$ cat src/rtl/rrs_pkg.sv
// Shared types for the row readout sequencer.
// Phase encoding is also the timing table index, so the order matters.
package rrs_pkg;

    typedef enum logic [2:0] {
        PH_GATE_ON  = 3'd0,
        PH_SAMPLE1  = 3'd1,
        PH_CLEAR    = 3'd2,
        PH_SAMPLE2  = 3'd3,
        PH_GATE_OFF = 3'd4
    } phase_t;

    localparam int unsigned NUM_PHASES = 5;

endpackage

$ cat src/rtl/rrs_timing_table.sv
// Timing table: one duration entry per phase, in clocks.
// Assumes: index values at or above NUM_PHASES are ignored; zero is stored as 1
// so that every phase lasts at least one clock. Reset loads 1 into each entry.
module rrs_timing_table
    import rrs_pkg::*;
#(
    parameter int unsigned DUR_W = 4
) (
    input  logic             clk,
    input  logic             rst_n,
    input  logic             cfg_we,
    input  logic [2:0]       cfg_idx,
    input  logic [DUR_W-1:0] cfg_val,
    input  phase_t           rd_phase,
    output logic [DUR_W-1:0] rd_dur
);

    localparam logic [DUR_W-1:0] DUR_ONE = DUR_W'(1);

    logic [DUR_W-1:0] dur_q [NUM_PHASES];
    logic [DUR_W-1:0] wr_val;

    // Clamp the incoming value to the one-clock minimum
    always_comb wr_val = (cfg_val == '0) ? DUR_ONE : cfg_val;

    for (genvar g = 0; g < NUM_PHASES; g++) begin : g_entry
        // Hold or update one table entry
        always_ff @(posedge clk) begin
            if (!rst_n)
                dur_q[g] <= DUR_ONE;
            else if (cfg_we && (cfg_idx == 3'(g)))
                dur_q[g] <= wr_val;
        end
    end

    // Read the entry for the phase now running
    always_comb begin
        case (rd_phase)
            PH_GATE_ON:  rd_dur = dur_q[0];
            PH_SAMPLE1:  rd_dur = dur_q[1];
            PH_CLEAR:    rd_dur = dur_q[2];
            PH_SAMPLE2:  rd_dur = dur_q[3];
            PH_GATE_OFF: rd_dur = dur_q[4];
            default:     rd_dur = DUR_ONE;
        endcase
    end

endmodule

$ cat src/rtl/rrs_phase_ctrl.sv
// Phase controller: walks the five phases for each row pair, counts clocks
// per phase against the timing table, and steps through the row pairs.
// Assumes: rd_dur is never zero; stop is latched while busy and acts at the
// end of the current pair's gate-off phase.
module rrs_phase_ctrl
    import rrs_pkg::*;
#(
    parameter int unsigned NUM_PAIRS = 64,
    parameter int unsigned DUR_W     = 4,
    localparam int unsigned PAIR_W   = (NUM_PAIRS > 1) ? $clog2(NUM_PAIRS) : 1
) (
    input  logic              clk,
    input  logic              rst_n,
    input  logic              start,
    input  logic              stop,
    input  logic              continuous,
    input  logic [DUR_W-1:0]  rd_dur,
    output logic              busy,
    output phase_t            phase,
    output logic [PAIR_W-1:0] pair,
    output logic              frame_done
);

    localparam logic [PAIR_W-1:0] LAST_PAIR = PAIR_W'(NUM_PAIRS - 1);

    logic              busy_q;
    phase_t            phase_q;
    logic [PAIR_W-1:0] pair_q;
    logic [DUR_W-1:0]  cnt_q;
    logic              stop_q;
    logic              phase_end;
    logic              pair_end;
    logic              frame_end;
    logic              halt;

    // End-of-phase, end-of-pair and end-of-frame decisions
    always_comb begin
        phase_end = busy_q && (cnt_q >= (rd_dur - DUR_W'(1)));
        pair_end  = phase_end && (phase_q == PH_GATE_OFF);
        frame_end = pair_end && (pair_q == LAST_PAIR);
        halt      = pair_end && (stop || stop_q || (frame_end && !continuous));
    end

    // Sequencer state: running flag, phase, pair, phase clock count, stop latch
    always_ff @(posedge clk) begin
        if (!rst_n) begin
            busy_q  <= 1'b0;
            phase_q <= PH_GATE_ON;
            pair_q  <= '0;
            cnt_q   <= '0;
            stop_q  <= 1'b0;
        end else if (!busy_q) begin
            stop_q <= 1'b0;
            if (start) begin
                busy_q  <= 1'b1;
                phase_q <= PH_GATE_ON;
                pair_q  <= '0;
                cnt_q   <= '0;
            end
        end else if (phase_end) begin
            cnt_q <= '0;
            if (halt) begin
                busy_q  <= 1'b0;
                phase_q <= PH_GATE_ON;
                pair_q  <= '0;
                stop_q  <= 1'b0;
            end else if (phase_q == PH_GATE_OFF) begin
                phase_q <= PH_GATE_ON;
                pair_q  <= (pair_q == LAST_PAIR) ? '0 : pair_q + PAIR_W'(1);
                stop_q  <= stop_q | stop;
            end else begin
                phase_q <= phase_t'(phase_q + 3'd1);
                stop_q  <= stop_q | stop;
            end
        end else begin
            cnt_q  <= cnt_q + DUR_W'(1);
            stop_q <= stop_q | stop;
        end
    end

    assign busy       = busy_q;
    assign phase      = phase_q;
    assign pair       = pair_q;
    assign frame_done = frame_end;


    phase_order_chk: assert property (@(posedge clk) disable iff (!rst_n)
        (busy_q && $past(busy_q) && (phase_q != $past(phase_q))) |->
        ((32'(phase_q) == 32'($past(phase_q)) + 1) ||
         ((phase_q == PH_GATE_ON) && ($past(phase_q) == PH_GATE_OFF))));


    pair_order_chk: assert property (@(posedge clk) disable iff (!rst_n)
        (busy_q && $past(busy_q) && (pair_q != $past(pair_q))) |->
        ((pair_q == $past(pair_q) + PAIR_W'(1)) || (pair_q == '0)));


    idle_after_frame_chk: assert property (@(posedge clk) disable iff (!rst_n)
        (frame_done && !continuous) |=> !busy_q);


    stop_halt_chk: assert property (@(posedge clk) disable iff (!rst_n)
        (pair_end && stop) |=> !busy_q);

endmodule

$ cat src/rtl/rrs_row_decoder.sv
// Row decoder: turns the active pair and phase into per-row gate and clear
// enables and the two sample strobes. Assumes ROWS_PER_STEP rows per pair.
module rrs_row_decoder
    import rrs_pkg::*;
#(
    parameter int unsigned NUM_PAIRS     = 64,
    parameter int unsigned ROWS_PER_STEP = 2,
    localparam int unsigned NUM_ROWS     = NUM_PAIRS * ROWS_PER_STEP,
    localparam int unsigned PAIR_W       = (NUM_PAIRS > 1) ? $clog2(NUM_PAIRS) : 1
) (
    input  logic                busy,
    input  phase_t              phase,
    input  logic [PAIR_W-1:0]   pair,
    output logic [NUM_ROWS-1:0] gate_row,
    output logic [NUM_ROWS-1:0] clear_row,
    output logic                sample1,
    output logic                sample2
);

    logic gate_on;
    logic clear_on;

    // Phase-level enables shared by every row
    always_comb begin
        gate_on  = busy && (phase != PH_GATE_OFF);
        clear_on = busy && (phase == PH_CLEAR);
        sample1  = busy && (phase == PH_SAMPLE1);
        sample2  = busy && (phase == PH_SAMPLE2);
    end

    for (genvar p = 0; p < NUM_PAIRS; p++) begin : g_pair
        logic hit;
        // Select this pair when it is the active one
        always_comb hit = (pair == PAIR_W'(p));
        for (genvar r = 0; r < ROWS_PER_STEP; r++) begin : g_row
            assign gate_row[p*ROWS_PER_STEP + r]  = hit && gate_on;
            assign clear_row[p*ROWS_PER_STEP + r] = hit && clear_on;
        end
    end

endmodule

$ cat src/rtl/row_readout_seq.sv
// Row readout sequencer top: timing table, phase controller and row decoder.
// Assumes NUM_ROWS is a multiple of ROWS_PER_STEP. Outputs are decoded
// combinationally from registered state, so they change one clock after
// the controlling edge.
module row_readout_seq
    import rrs_pkg::*;
#(
    parameter int unsigned NUM_ROWS      = 128,
    parameter int unsigned ROWS_PER_STEP = 2,
    parameter int unsigned DUR_W         = 4,
    localparam int unsigned NUM_PAIRS    = NUM_ROWS / ROWS_PER_STEP,
    localparam int unsigned PAIR_W       = (NUM_PAIRS > 1) ? $clog2(NUM_PAIRS) : 1
) (
    input  logic                clk,
    input  logic                rst_n,
    input  logic                start,
    input  logic                stop,
    input  logic                continuous,
    input  logic                cfg_we,
    input  logic [2:0]          cfg_idx,
    input  logic [DUR_W-1:0]    cfg_val,
    output logic [NUM_ROWS-1:0] gate_row,
    output logic [NUM_ROWS-1:0] clear_row,
    output logic                sample1,
    output logic                sample2,
    output logic [PAIR_W-1:0]   row_pair,
    output logic                frame_done,
    output logic                busy
);

    phase_t            phase;
    logic [DUR_W-1:0]  rd_dur;
    logic [PAIR_W-1:0] pair;

    rrs_timing_table #(.DUR_W(DUR_W)) u_table (
        .clk      (clk),
        .rst_n    (rst_n),
        .cfg_we   (cfg_we),
        .cfg_idx  (cfg_idx),
        .cfg_val  (cfg_val),
        .rd_phase (phase),
        .rd_dur   (rd_dur)
    );

    rrs_phase_ctrl #(.NUM_PAIRS(NUM_PAIRS), .DUR_W(DUR_W)) u_ctrl (
        .clk        (clk),
        .rst_n      (rst_n),
        .start      (start),
        .stop       (stop),
        .continuous (continuous),
        .rd_dur     (rd_dur),
        .busy       (busy),
        .phase      (phase),
        .pair       (pair),
        .frame_done (frame_done)
    );

    rrs_row_decoder #(.NUM_PAIRS(NUM_PAIRS), .ROWS_PER_STEP(ROWS_PER_STEP)) u_dec (
        .busy      (busy),
        .phase     (phase),
        .pair      (pair),
        .gate_row  (gate_row),
        .clear_row (clear_row),
        .sample1   (sample1),
        .sample2   (sample2)
    );

    assign row_pair = pair;


    clr_sample_excl_chk: assert property (@(posedge clk) disable iff (!rst_n)
        (|clear_row) |-> (!sample1 && !sample2));


    sample_gate_chk: assert property (@(posedge clk) disable iff (!rst_n)
        (sample1 || sample2) |-> (|gate_row));


    gate_pair_count_chk: assert property (@(posedge clk) disable iff (!rst_n)
        (|gate_row) |-> ($countones(gate_row) == ROWS_PER_STEP));


    clear_in_gate_chk: assert property (@(posedge clk) disable iff (!rst_n)
        (|clear_row) |-> (clear_row == gate_row));


    idle_quiet_chk: assert property (@(posedge clk) disable iff (!rst_n)
        !busy |-> ((gate_row == '0) && (clear_row == '0) && !frame_done));

endmodule

$ cat config.mk
export PLATFORM = sky130hd
export DESIGN_NAME = row_readout_seq
export DESIGN_NICKNAME = d
export VERILOG_FILES = /design/src/rtl/rrs_pkg.sv /design/src/rtl/rrs_timing_table.sv /design/src/rtl/rrs_phase_ctrl.sv /design/src/rtl/rrs_row_decoder.sv /design/src/rtl/row_readout_seq.sv
export SDC_FILE = /design/constraint.sdc
export NUM_CORES = 1
export LEC_CHECK = 0
export ABC_AREA = 1
export CAP_MARGIN = 10
export CORE_AREA = 2 2 109 111
export CTS_BUF_LIST = sky130_fd_sc_hd__clkbuf_16
export DETAILED_ROUTE_END_ITERATION = 16
export DIE_AREA = 0 0 111 113
export DONT_BUFFER_PORTS = 1
export PLACE_DENSITY = 0.56
export SYNTH_ARGS = -nofsm -noshare
export SYNTH_HDL_FRONTEND = slang
export SYNTH_HIERARCHICAL = 1
export SYNTH_SLANG_ARGS = --single-unit
$ cat constraint.sdc
create_clock -name clk -period 4.6 [get_ports clk]
set_clock_uncertainty 0.05 [all_clocks]
set_input_delay 0.92 -clock clk [delete_from_list [all_inputs] [get_ports clk]]
set_output_delay 0.92 -clock clk [all_outputs]
set_load 0.005 [all_outputs]
After elaboration in Yosys (flattened, before gate mapping)
Memory sizes are Yosys's and may differ from the RTL's.
Cells that the tools add are included.
{"block": "word_totals", "register_bits": 15, "mem_bits_rw": 20, "out_inout_bits": 266, "word_cells": 287, "n_memories": 1}
{"memory": "u_table.dur_q", "depth": 5, "width": 4, "rd": 5, "rd_clocked_by_memory_dff": 0, "wr": 5, "line_no": "rrs_timing_table.sv:20", "text": "logic [DUR_W-1:0] dur_q [NUM_PHASES];"}
{"block": "classes", "addsub": 4, "n_lt_le_gt_ge": 1, "n_eq_ne": 74, "mux": 43, "bitwise": 6, "n_reduce_logical": 153}
{"operator": "equality test 6 bit (second input constant)", "count": 32}
{"operator": "logical AND 1 bit", "count": 142}
{"operator": "equality test 6 x 5 -> 1 bit (second input constant)", "count": 16}
{"operator": "equality test 6 x 4 -> 1 bit (second input constant)", "count": 8}
{"operator": "two-way mux 4 bit", "count": 9}
{"operator": "two-way mux 6 bit", "count": 6}
{"operator": "equality test 6 x 3 -> 1 bit (second input constant)", "count": 4}
{"operator": "two-way mux 1 bit", "count": 22}
{"operator": "one-hot mux 4 bit (5 select lines)", "count": 1}
{"operator": "two-way mux 3 bit", "count": 5}
{"operator": "equality test 3 x 2 -> 1 bit (second input constant)", "count": 4}
{"operator": "equality test 6 x 2 -> 1 bit (second input constant)", "count": 2}
{"operator": "adder 6 x 1 -> 6 bit (second input constant)", "count": 1}
{"operator": "equality test 3 x 1 -> 1 bit (second input constant)", "count": 2}
{"operator": "equality test 3 bit (second input constant)", "count": 2}
{"operator": "equality test 6 x 1 -> 1 bit (second input constant)", "count": 1}
{"operator": "zero test 3 bit", "count": 2}
{"operator": "zero test 6 bit", "count": 1}
{"operator": "!= test 3 bit (second input constant)", "count": 2}
{"operator": "bitwise OR 1 bit", "count": 6}
{"operator": "adder 4 x 1 -> 4 bit (second input constant)", "count": 1}
{"operator": ">= comparator 4 bit", "count": 1}
{"operator": "zero test 4 bit", "count": 1}
{"operator": "AND reduction 2 bit", "count": 2}
{"operator": "7 further kinds", "count": 8}

Longest topological paths before layout
{"block": "logic_depth", "word_depth": 13, "depth_mapped": 19}

Cells and area by module
Netlist, hierarchy kept.
{"module": "rrs_row_decoder", "instances": 1, "cells_each": 375, "area_per_inst_um2": 2075.7}
{"module": "rrs_timing_table", "instances": 1, "cells_each": 122, "area_per_inst_um2": 1048.5}
{"module": "rrs_phase_ctrl", "instances": 1, "cells_each": 136, "area_per_inst_um2": 1014.7}

Worst setup path before layout
No wires, ideal clock.
{"block": "synth_timing", "kind": "register -> output", "from": "register u_ctrl.phase_q[2] (netlist: u_ctrl/phase[2])", "to": "output port frame_done", "t_arrival_ps": 2048, "setup_slack_ps": 1582, "stages_incl_launch_ff": 14, "n_path_buf": 1, "path_cell_list": "dfxtp_1 -> inv_2 -> buf_6 -> nand4_1 -> nand2_1 -> nor2_1 -> nand2_1 -> nor3_1 -> xnor2_1 -> ha_1 -> a21oi_2 -> nand3_2 -> nand3_2 -> nor2_1"}
{"block": "synth_via", "elab_chain_cells": 7}
{"item": "start: declaration", "line_no": "rrs_phase_ctrl.sv:27", "text": "phase_t phase_q;"}
{"item": "start signal: assignment", "line_no": "rrs_phase_ctrl.sv:72", "text": "phase_q <= phase_t'(phase_q + 3'd1);"}
{"item": "equality test 3 bit, or another cell as far along", "line_no": "rrs_timing_table.sv:38", "text": "case (rd_phase)"}
{"item": "one-hot mux 4 bit (5 select lines) *", "line_no": "rrs_timing_table.sv:38"}
{"item": "via rd_dur[2]", "line_no": "row_readout_seq.sv:32", "text": "logic [DUR_W-1:0] rd_dur;"}
{"item": "subtractor 4 x 1 -> 4 bit *", "line_no": "rrs_phase_ctrl.sv:38", "text": "phase_end = busy_q && (cnt_q >= (rd_dur - DUR_W'(1)));"}
{"item": ">= comparator 4 bit *", "line_no": "rrs_phase_ctrl.sv:38"}
{"item": "logical AND 1 bit *", "line_no": "rrs_phase_ctrl.sv:38"}
{"item": "logical AND 1 bit *", "line_no": "rrs_phase_ctrl.sv:39", "text": "pair_end = phase_end && (phase_q == PH_GATE_OFF);"}
{"item": "logical AND 1 bit *", "line_no": "rrs_phase_ctrl.sv:40", "text": "frame_end = pair_end && (pair_q == LAST_PAIR);"}
{"item": "end: declaration", "line_no": "row_readout_seq.sv:27", "text": "output logic frame_done,"}
The timed path passes the listed nets; every way through them passes the cells marked *.

Final worst setup path
{"block": "layout_timing", "from": "register u_ctrl.phase_q[1] (netlist: u_ctrl/phase[1])", "to": "output port frame_done"}
The elaborated chain is that of the path after synthesis.

==> results.md <==
* First-pass GRT wire length at 17600 microns
* Remaining DRCs at 0
* Setup Total Neg Slack at 0 ns
* Initial antenna violation count at 0
* Gate Count Post-Synth at 633
* Minimum clock period at 3.70 ns
* Total CTS buffers at 5
* IO buf count at 0
* Slack of the critical path at 0.903 ns
* Post-Syn Area at 4140 sq um
* Period utilization at 0.804
* Startpoint Class: flop
* Area growth from synthesis to layout at -18.2%
* Final HPWL DP at 9450 microns
* Layout cell share with drive strength beyond 1 at 0.103
* CTS tree: done
* Core area at 11300 sq um
* Die area at 12500 sq um
* Leak at 1.25 nW
* Final hold vios at 0
* CP arrival at 2.73 ns
* Worst hold path depth at 2
* Cell Pwr Density at 282 nW/um^2
* Diodes inserted at 0
* Post CTS Setup Buffer Count at 0
* Total power at 0.000954 W
* Post_cts resized at 0
* Yosys top cell area share at 0.252
* Gpl congestion at 0.927
* Crit Path Class: flop to output pin
* Sequential area share after synthesis at 0.218
* Clk slew on worst S/H paths at 0.05 ns
* Worst Tran Pin Value at 1.11 ns
* Num rows at 39
* H-tree depth at 2
* Filler Cell Count at 1257
* CP Capture Type: output pin
* Outcome: completed
* Multi-input logic area at 1870 sq um
* Final Max Tran Viols at 0
* DR iter-0 viols at 297
* Unique masters post-synth at 31
* Seq. cell area at 901 sq um
* Yosys warning total at 6
* Final ANT Viol Nets at 0
* Root Driver: clkbuf_16
* Clk_lat worst skew at 0.28 ns
* I/O Pins at 279
* Wire length per cell at 19.0 microns
* Clock sink total at 35
* Yosys top cell by area: buf_4
* Final setup fails at 0
* DR vias/cell at 5.38
* Initial Utilization at 0.367
* Mapped Nets at 655
* Final #Nets at 508
* CP Max Fanout at 15
* Synth area leaders: buf_4, nor2_1, edfxtp_1
* Drt total wl at 11900 microns
* Vias in the first global route at 3227
* Die width at 111 microns
* Post-Place Worst Slack at 1.23 ns
* Pin count of the biggest net entering global routing at 65
* Register bit total from synthesis at 35
* Max Cap Viol at 0
* DR pass1 iterations at 5
* Bufs on Longest Clock Path at 2
* Grt ovf at 0
* F_max at 271 MHz
* Max VDD drop at 0.000322 V
* Relative slew slack at 0.255
* Reg2reg path depth at 14
* Critical path required time at 3.63 ns
* Hold_buf cts at 0
* GRT Overall Usage at 0.180
* Vias at 3389
* Syn avg cell area at 6.54 sq um
* Chip height at 113 microns
* HP Class: flop to flop
* RSZ-0062 raised after global routing: false
==> where the power goes <==
group          internal [W]  total [W]  switching (W)
combinational     0.0000476   0.000156       0.000108
sequential         0.000348   0.000365      0.0000171
clock              0.000310   0.000433       0.000123
total              0.000706   0.000954       0.000249
==> registers in the layout (all words and copies together), names as in the netlist <==
signal	cells
u_ctrl/busy	1
u_ctrl/cnt_q	4
u_ctrl/pair	6
u_ctrl/phase	3
u_ctrl/stop_q	1
u_table/dur_q	20
==> layout by cell type, fill, tap and decap left out <==
| cell | n |
|---|---|
| o21ai_2 | 2 |
| nand4_1 | 12 |
| o21ai_0 | 2 |
| nor2_1 | 169 |
| o21ai_1 | 3 |
| a31oi_1 | 1 |
| nand2_1 | 55 |
| clkinvlp_4 | 1 |
| xor2_1 | 2 |
| nand4_4 | 1 |
| edfxtp_1 | 20 |
| clkbuf_16 | 5 |
| nor3_1 | 4 |
| inv_2 | 10 |
| dfxtp_1 | 15 |
| xnor2_1 | 4 |
| inv_1 | 49 |
| ha_1 | 9 |
| nand3_2 | 2 |
| nand2_4 | 1 |
| nor2_4 | 9 |
| a21oi_2 | 1 |
| a21oi_1 | 7 |
| nand3_1 | 84 |
| nor2_2 | 4 |
| clkinv_2 | 2 |
| nand4_2 | 1 |
| buf_4 | 1 |
| nand2_2 | 7 |
| or2_1 | 1 |
| bufinv_16 | 2 |
| nand3_4 | 1 |
==> worst max-delay path, stage by stage, from the launching register on <==
cell	delay, ns
dfxtp_1	0.66
inv_1	0.12
nand3_1	0.14
nor2_1	0.06
nor2_1	0.11
nand2_1	0.09
nor3_1	0.23
xnor2_1	0.17
ha_1	0.29
a21oi_2	0.25
nand3_2	0.16
nand3_2	0.11
nor2_1	0.07
==> worst paths after layout <==
path                         from              end  slack [ns]
hold reg to reg   u_ctrl/cnt_q[1]  u_ctrl/cnt_q[1]        0.46
setup reg to reg  u_ctrl/phase[1]  u_ctrl/phase[2]        1.74
hold / removal    u_ctrl/cnt_q[1]  u_ctrl/cnt_q[1]        0.46
setup / recovery  u_ctrl/phase[1]       frame_done        0.90
==> area by class of cell <==
class,instances,area share
flip-flops and latches,35,0.266
multi-input cells,382,0.553
clock buffers,5,0.0370
well taps,143,0.0529
repair buffers,1,0.00222
inverters,61,0.0684
clock inverters,3,0.0200
==> logic make-up (layout without fill, tap and decap cells) <==
logic type	Yosys count	count (layout)	synth area share
DFF	35	35	0.218
AOI/OAI and AO/OA	16	16	0.0224
buffers and inverters	216	70	0.330
xor gates and xnor gates	6	6	0.0127
and+or+nand+nor	351	351	0.390
adders and majority gates	9	9	0.0272
==> synth_stat cells, drive strengths merged <==
cell type and count:
a21oi 8, a31oi 1, buf 155, clkinv 2, dfxtp 15, edfxtp 20, ha 9, inv 59
nand2 63, nand3 87, nand4 14, nor2 182, nor3 4, o21ai 7, or2 1, xnor2 4
xor2 2
==> routing by layer <==
metal	track usage	wire length (microns)	vias up
li1	-	-	1567
met1	0.233	4970	1561
met2	0.279	5480	241
met3	0.0584	1170	20
met4	0.0708	322	0
met5	0	0	-
==> stage by stage <==
stage          hold WS [ns]  cell area (sq um)  utilization  instances
6_report              0.464               3380        0.300        630
5_1_grt               0.484               3380        0.300        630
4_1_cts               0.463               3380        0.300        630
3_5_place_dp          0.452               3190        0.283        622
3_3_place_gp          0.452               3190        0.283        622
2_1_floorplan         0.423               4140            -        633
Power figures use the tool's default switching activity.
